File: config.mk
export PLATFORM = sky130hd
export DESIGN_NAME = swmon_spi_port
export DESIGN_NICKNAME = d
export VERILOG_FILES = /design/src/rtl/swmon_pkg.sv /design/src/rtl/swmon_sync.sv /design/src/rtl/swmon_ot.sv /design/src/rtl/swmon_shift.sv /design/src/rtl/swmon_spi_port.sv
export SDC_FILE = /design/constraint.sdc
export NUM_CORES = 1
export LEC_CHECK = 0
export ABC_AREA = 1
export BUFFER_PORTS_ARGS = -buffer_cell sky130_fd_sc_hd__buf_2
export CORE_UTILIZATION = 30
export DETAILED_ROUTE_END_ITERATION = 8
export GPL_ROUTABILITY_DRIVEN = 0
export PLACE_DENSITY = 0.51
export SYNTH_ARGS = -nofsm -noshare
export SYNTH_HDL_FRONTEND = slang
export SYNTH_SLANG_ARGS = --single-unit
File: constraint.sdc
create_clock -name clk -period 3.2 [get_ports clk]
set_input_delay 0.32 -clock clk [delete_from_list [all_inputs] [get_ports clk]]
set_output_delay 0.32 -clock clk [all_outputs]
set_load 0.02 [all_outputs]
File: src/rtl/swmon_pkg.sv
package swmon_pkg;
  localparam int unsigned DEF_WORD_W = 16;
  localparam int unsigned DEF_SW_W   = 8;
  localparam int unsigned DEF_SYNC   = 2;
endpackage

File: src/rtl/swmon_sync.sv
module swmon_sync #(
  parameter int unsigned W      = 1,
  parameter int unsigned STAGES = 2,
  parameter logic [W-1:0] RST   = '0
) (
  input  logic         clk,
  input  logic         rst_n,
  input  logic [W-1:0] d,
  output logic [W-1:0] q
);
  logic [W-1:0] st [STAGES];

  for (genvar g = 0; g < STAGES; g++) begin : g_stage
    always_ff @(posedge clk or negedge rst_n) begin
      if (!rst_n) st[g] <= RST;
      else if (g == 0) st[g] <= d;
      else st[g] <= st[(g == 0) ? 0 : g-1];
    end
  end

  assign q = st[STAGES-1];
endmodule

File: src/rtl/swmon_ot.sv
module swmon_ot (
  input  logic clk,
  input  logic rst_n,
  input  logic hot,
  input  logic cool,
  output logic ot
);
  always_ff @(posedge clk or negedge rst_n) begin
    if (!rst_n) ot <= 1'b0;
    else if (hot) ot <= 1'b1;
    else if (cool) ot <= 1'b0;
  end

  AST_OT_SET: assert property (@(posedge clk) disable iff (!rst_n)
    hot |=> ot);
  AST_OT_RELEASE: assert property (@(posedge clk) disable iff (!rst_n)
    (cool && !hot) |=> !ot);
  AST_OT_HOLD: assert property (@(posedge clk) disable iff (!rst_n)
    (!cool && !hot) |=> $stable(ot));
endmodule

File: src/rtl/swmon_shift.sv
module swmon_shift #(
  parameter int unsigned WORD_W = 16
) (
  input  logic              clk,
  input  logic              rst_n,
  input  logic              load,
  input  logic              active,
  input  logic              sclk_rise,
  input  logic              sclk_fall,
  input  logic              din,
  input  logic [WORD_W-1:0] load_word,
  output logic              dout,
  output logic [WORD_W-1:0] rx_word,
  output logic              rx_full
);
  localparam int unsigned   CNT_W   = $clog2(WORD_W + 2);
  localparam logic [CNT_W-1:0] CNT_FULL = CNT_W'(WORD_W);
  localparam logic [CNT_W-1:0] CNT_MAX  = CNT_W'(WORD_W + 1);

  logic [WORD_W-1:0] sh;
  logic [CNT_W-1:0]  cnt;

  function automatic logic [CNT_W-1:0] sat_inc(input logic [CNT_W-1:0] c);
    return (c == CNT_MAX) ? c : c + 1'b1;
  endfunction

  always_ff @(posedge clk or negedge rst_n) begin
    if (!rst_n) begin
      sh   <= '0;
      cnt  <= '0;
      dout <= 1'b0;
    end else if (load) begin
      sh   <= load_word;
      cnt  <= '0;
      dout <= load_word[WORD_W-1];
    end else if (active) begin
      if (sclk_fall) begin
        sh  <= {sh[WORD_W-2:0], din};
        cnt <= sat_inc(cnt);
      end
      if (sclk_rise) dout <= sh[WORD_W-1];
    end
  end

  assign rx_word = sh;
  assign rx_full = (cnt == CNT_FULL);

  AST_CNT_BOUND: assert property (@(posedge clk) disable iff (!rst_n)
    cnt <= CNT_MAX);
endmodule

File: src/rtl/swmon_spi_port.sv
module swmon_spi_port #(
  parameter int unsigned WORD_W      = swmon_pkg::DEF_WORD_W,
  parameter int unsigned SW_W        = swmon_pkg::DEF_SW_W,
  parameter int unsigned SYNC_STAGES = swmon_pkg::DEF_SYNC
) (
  input  logic              clk,
  input  logic              rst_n,
  input  logic              cs_n,
  input  logic              sclk,
  input  logic              mosi,
  output logic              miso,
  output logic              miso_oe,
  input  logic [SW_W-1:0]   sw_status,
  input  logic              temp_hot,
  input  logic              temp_cool,
  output logic              alert_clr,
  output logic              ot_status,
  output logic [WORD_W-1:0] cmd_word
);
  localparam int unsigned PAD_W = WORD_W - SW_W - 1;

  function automatic logic [WORD_W-1:0] build_status(
    input logic [SW_W-1:0] sw, input logic ot);
    return {sw, ot, {PAD_W{1'b0}}};
  endfunction

  logic [4:0] pins_s;
  logic cs_s, sclk_s, mosi_s, hot_s, cool_s;
  logic cs_d, sclk_d;
  logic cs_fall, cs_rise, sclk_rise, sclk_fall;
  logic [WORD_W-1:0] status_w, rx_word, cmd_q;
  logic rx_full, dout;

  swmon_sync #(.W(5), .STAGES(SYNC_STAGES), .RST(5'b10000)) u_sync (
    .clk(clk), .rst_n(rst_n),
    .d({cs_n, sclk, mosi, temp_hot, temp_cool}), .q(pins_s));

  assign {cs_s, sclk_s, mosi_s, hot_s, cool_s} = pins_s;

  always_ff @(posedge clk or negedge rst_n) begin
    if (!rst_n) begin
      cs_d   <= 1'b1;
      sclk_d <= 1'b0;
    end else begin
      cs_d   <= cs_s;
      sclk_d <= sclk_s;
    end
  end

  assign cs_fall   = cs_d & ~cs_s;
  assign cs_rise   = ~cs_d & cs_s;
  assign sclk_rise = ~sclk_d & sclk_s;
  assign sclk_fall = sclk_d & ~sclk_s;

  swmon_ot u_ot (.clk(clk), .rst_n(rst_n), .hot(hot_s), .cool(cool_s), .ot(ot_status));

  assign status_w = build_status(sw_status, ot_status);

  swmon_shift #(.WORD_W(WORD_W)) u_shift (
    .clk(clk), .rst_n(rst_n), .load(cs_fall), .active(~cs_s),
    .sclk_rise(sclk_rise), .sclk_fall(sclk_fall), .din(mosi_s),
    .load_word(status_w), .dout(dout), .rx_word(rx_word), .rx_full(rx_full));

  always_ff @(posedge clk or negedge rst_n) begin
    if (!rst_n) cmd_q <= '0;
    else if (cs_rise && rx_full) cmd_q <= rx_word;
  end

  assign cmd_word  = cmd_q;
  assign miso      = dout;
  assign miso_oe   = ~cs_s;
  assign alert_clr = cs_fall;

  AST_STATUS_MSB: assert property (@(posedge clk) disable iff (!rst_n)
    cs_fall |=> (miso == $past(sw_status[SW_W-1])));
  AST_CMD_SHORT: assert property (@(posedge clk) disable iff (!rst_n)
    (cs_rise && !rx_full) |=> $stable(cmd_word));
  AST_CMD_ONLY_ON_RISE: assert property (@(posedge clk) disable iff (!rst_n)
    !cs_rise |=> $stable(cmd_word));
  AST_IDLE_QUIET: assert property (@(posedge clk) disable iff (!rst_n)
    (cs_s && cs_d) |=> $stable(miso));
  AST_CLR_SINGLE: assert property (@(posedge clk) disable iff (!rst_n)
    alert_clr |=> !alert_clr);
endmodule

==> After elaboration in Yosys (flattened, before gate mapping) <==
Index checks and enable logic that the tools add are counted.
{ "classes": {"n_mux": 12, "bitwise_logic": 8, "n_eq_ne": 4, "add_sub_neg": 1, "n_reduce_logical": 7} }
{ "op_table": {"columns": ["op", "count"], "rows": [
  ["two-way mux 16 bit", 3],
  ["two-way mux 5 bit", 4],
  ["== test 5 bit, second input constant", 2],
  ["nonzero test 2 bit", 3],
  ["adder 5 x 1 -> 5 bit, second input constant", 1],
  ["two-way mux 1 bit", 5],
  ["AND 1 bit", 4],
  ["inequality test 2 bit, second input constant", 2],
  ["NOT 1 bit", 4],
  ["AND reduction 2 bit", 2],
  ["AND reduction 3 bit", 1],
  ["logical AND 1 bit", 1]
]} }
{ "totals": {"in_bits": 15, "reg_bits": 51, "out_inout_bits": 20} }

==> Depth between registers and ports, before layout <==
{ "depth": {"depth_word": 5, "depth_mapped": 8, "ltp_nobuf": 8} }

==> Modules after synthesis <==
A second synthesis with hierarchy kept.
{ "unflattened": {"hier_cells": 245, "hier_area_um2": 2259.7} }
{ "modules_own_cells": {"columns": ["mod", "n_inst", "area_per_inst_um2", "cells_each"], "rows": [
  ["swmon_shift", 1, 1163.6, 144],
  ["swmon_spi_port", 1, 765.7, 81],
  ["swmon_sync", 1, 290.3, 15],
  ["swmon_ot", 1, 40.0, 5]
]} }

==> Worst setup path after synthesis <==
OpenSTA, ideal clock, no wires.
{ "synth_timing": {"path_type": "flip-flop to flip-flop", "start": "reg u_sync.st (netlist bit u_sync.q[4])", "end": "reg cmd_q[12] (netlist: cmd_word[12])", "path_stages_with_launch": 7, "slack_ns": 1.923, "arrival_ns": 1.159, "n_path_buf": 1, "path_cell_list": "dfstp_2 -> inv_2 -> nor2_4 -> nand4_4 -> buf_6 -> nand2_1 -> o21ai_2"} }
{ "synth_between": {"elab_chain_cells": 2} }
{ "synth_lines": {"columns": ["element", "line_no", "text"], "rows": [
  ["start, declared", "swmon_sync.sv:11", "logic [W-1:0] st [STAGES];"],
  ["start signal, assigned by index", "swmon_sync.sv:17", "else st[g] <= st[(g == 0) ? 0 : g-1];"],
  ["AND 1 bit", "swmon_spi_port.sv:51", "assign cs_rise = ~cs_d & cs_s;"],
  ["logical AND 1 bit", "swmon_spi_port.sv:66", "else if (cs_rise && rx_full) cmd_q <= rx_word;"],
  ["end signal, assigned", "swmon_spi_port.sv:66", null],
  ["end, declared", "swmon_spi_port.sv:31", "logic [WORD_W-1:0] status_w, rx_word, cmd_q;"]
]} }
Every way passes these cells.
A chain may end at the register's enable or synchronous reset.

==> Final worst setup path <==
{ "layout_timing": {"start": "reg cs_d", "end": "out alert_clr"} }
{ "layout_between": {"elab_chain_cells": 1} }
{ "layout_lines": {"columns": ["element", "line_no", "text"], "rows": [
  ["start, declared", "swmon_spi_port.sv:29", "logic cs_d, sclk_d;"],
  ["start signal, assigned", "swmon_spi_port.sv:45", "cs_d <= cs_s;"],
  ["AND 1 bit", "swmon_spi_port.sv:50", "assign cs_fall = cs_d & ~cs_s;"],
  ["end, declared", "swmon_spi_port.sv:16", "output logic alert_clr,"]
]} }
Every way passes these cells.

==> results.cfg <==
[critical_path]
critPathLaunchType = flip-flop
cp.arrival_ns = 1.49
r2r-end = u_shift.cnt[3]
criticalPathCategory = reg2out
end_kind = primary output
crit_buf_inv = 2
crit_path_top_delay_cell = dfstp_2
reg2regPathDepth = 5
max_stage_delay_ns = 0.60
path_delay_family = flip-flops
worstPathCellList = inv_2 -> nor2_4 -> buf_2
r2r_slack_ns = 1.62
required_ns = 2.88
crit_fanout = 19
worst-path-stages = 3
rr_startpoint = u_sync.q[4]

[clock_network]
cts.sinks = 51
cts_hold_buf = 0
cts_tree = built
clk_latency_ns = 0.30
ctsLongestPathBuffers = 2
clockRootBuffer = clkbuf_8
post_cts_buffers = 0
cts_resized = 0
cts_max_level = 2
cts_buffers = 5
path_clk_slew_ns = 0.09

[routing]
routed_via_density = 4.16
first_pass_iters = 4
via_count = 1414
drc_errors = 0
drt_iter0_drc = 84
antenna_left = 0
drt-total-wl_mm = 3.59
wl_per_cell_um = 10.5

[placed_design]
pre_cts_ws_ns = 1.61
portBuffers = 34
dp_hpwl_mm = 2.41
dp_cells = 332

[synth]
yosys.area_share.adder_pct = 1.75
ys.flop_type = dfrtp_1
syn_area_um2 = 2140
ys_seq_area_share_pct = 59.8
synthArstFlopShare_pct = 100
synth_simple_gate_area_share_pct = 16.4
synth_top_family_by_area = simple AND/OR/NAND/NOR gates
synth_warnings = 0
synthCells = 210
ys_types = 22
syn_area_per_cell_um2 = 10.2
synth_xor_area_share_pct = 0
synth_compound_area_share_pct = 13.5
synth_nets = 228
synth_edf_count = 0
synth.ff_latch_count = 51
synthMuxAreaShare_pct = 0

[layout]
instances_no_fill = 340
fin_nets = 261
area_growth_pct = 14.7
mostFrequentLayoutCells = nand2_1, dfrtp_1, buf_2, inv_1, o21ai_1
drive_gt1_share_pct = 27.5
antenna_cells = 0

[global_route]
grt_use_total_pct = 10.5
grt_pass1_vias = 1267
overflow = 0
grt_max_degree = 35
grt_pass1_wl_mm = 5.97
grt_antenna_before_repair = 0

[timing]
period_share_pct = 56.6
drv_slew = 0
rsz0062_at_grt = false
fmax_mhz = 552
worst_pin_slew_ns = 0.762
setup_viol = 0
slew_headroom_pct = 49.2
setup-tns-final_ns = 0
finalHoldViolations = 0
min_period_ns = 1.81
worst_slack_ns = 1.39
fin_worst_skew_ns = 0.00672

[floorplanning]
initial_core_util_pct = 31.3
fp.dieArea_um2 = 7470
num_rows = 30
die_h_um = 86.5
design.core.area_um2 = 6830
die-width_um = 86.5
ios = 35

[pwr]
leakage_nw = 1.18
ir_drop_v = 0.000224
power_density_nw_per_um2 = 547

[outcome]
status = finished, final reports clean

[hold_path]
min_path_type = in2async

[flow_run]
maxCapViolations = 0
[registers in the layout, summed over array words and instances, names as in the netlist]
| register | cells |
|---|---|
| cmd_word | 16 |
| u_sync.q | 5 |
| u_shift.dout | 1 |
| u_shift.rx_word | 16 |
| u_shift.cnt | 5 |
| sclk_d | 1 |
| u_ot.ot | 1 |
| u_sync.st | 5 |
| cs_d | 1 |
[layer usage]
layer	GRT usage, %	wire length, µm	vias to the layer above
li1	-	-	738
met1	14.1	1840	646
met2	15.4	1570	28
met3	4.00	151	2
met4	3.64	23	0
met5	0	0	-
[synthesized netlist by cell type, types with 3 or more instances]
cell type,instances,area (µm²)
o21ai_2,11,96.3
nand3_1,14,70.1
o21ai_1,19,95.1
o21ai_0,18,90.1
dfstp_2,3,78.8
ha_1,3,37.5
inv_1,23,86.3
dfrtp_1,48,1200
nand2_1,48,180
buf_6,6,67.6
[how the worst max path moves through the flow]
stage                      startpoint      endpoint  slack, ns
after floorplan           u_sync.q[4]  cmd_word[12]       1.92
after global placement    u_sync.q[4]   cmd_word[7]       1.63
after detailed placement  u_sync.q[4]   cmd_word[2]       1.61
after CTS                        cs_d     alert_clr       1.35
after global routing             cs_d     alert_clr       1.28
final                            cs_d     alert_clr       1.39
[worst reg2reg max path, cell delays in order, from the launching register on]
cell     delay (ns)
dfstp_2        0.59
inv_2          0.09
nand2_4        0.18
nand2_4        0.23
nand2_2        0.26
o21ai_0        0.12
[layout make-up]
| type | instances | area (µm²) |
|---|---|---|
| well taps | 96 | 120 |
| fillers | 732 | 4380 |
| flip-flops and latches | 51 | 1280 |
| inverters | 25 | 93.8 |
| multi-input cells | 125 | 678 |
| clock inverters | 1 | 7.51 |
| repair buffers | 35 | 178 |
| clock buffers | 7 | 96.3 |
[power breakdown]
part | internal [mW] | switching [mW] | total (mW)
clock | 0.197 | 0.204 | 0.401
sequential | 0.706 | 0.0432 | 0.749
combinational | 0.0681 | 0.125 | 0.193
[cells by family after synthesis]
group,Yosys count
AND/OR/NAND/NOR,73
buffers and inverters,34
adder cells (fa/ha/maj),3
AO/OA/AOI/OAI,49
flip-flops,51
[metrics by stage]
stage          cell area (µm²)  total power, mW  utilization (%)  hold WS, ns
5_1_grt                   2450             1.43             35.9       0.0960
6_report                  2450             1.34             35.9       0.0869
4_1_cts                   2450             1.37             35.9        0.101
2_1_floorplan             2140            0.904                -       0.0244
3_5_place_dp              2350            0.958             34.4        0.335
3_3_place_gp              2350            0.954             34.4        0.334
No activity file was read; power rests on OpenSTA's default activity.
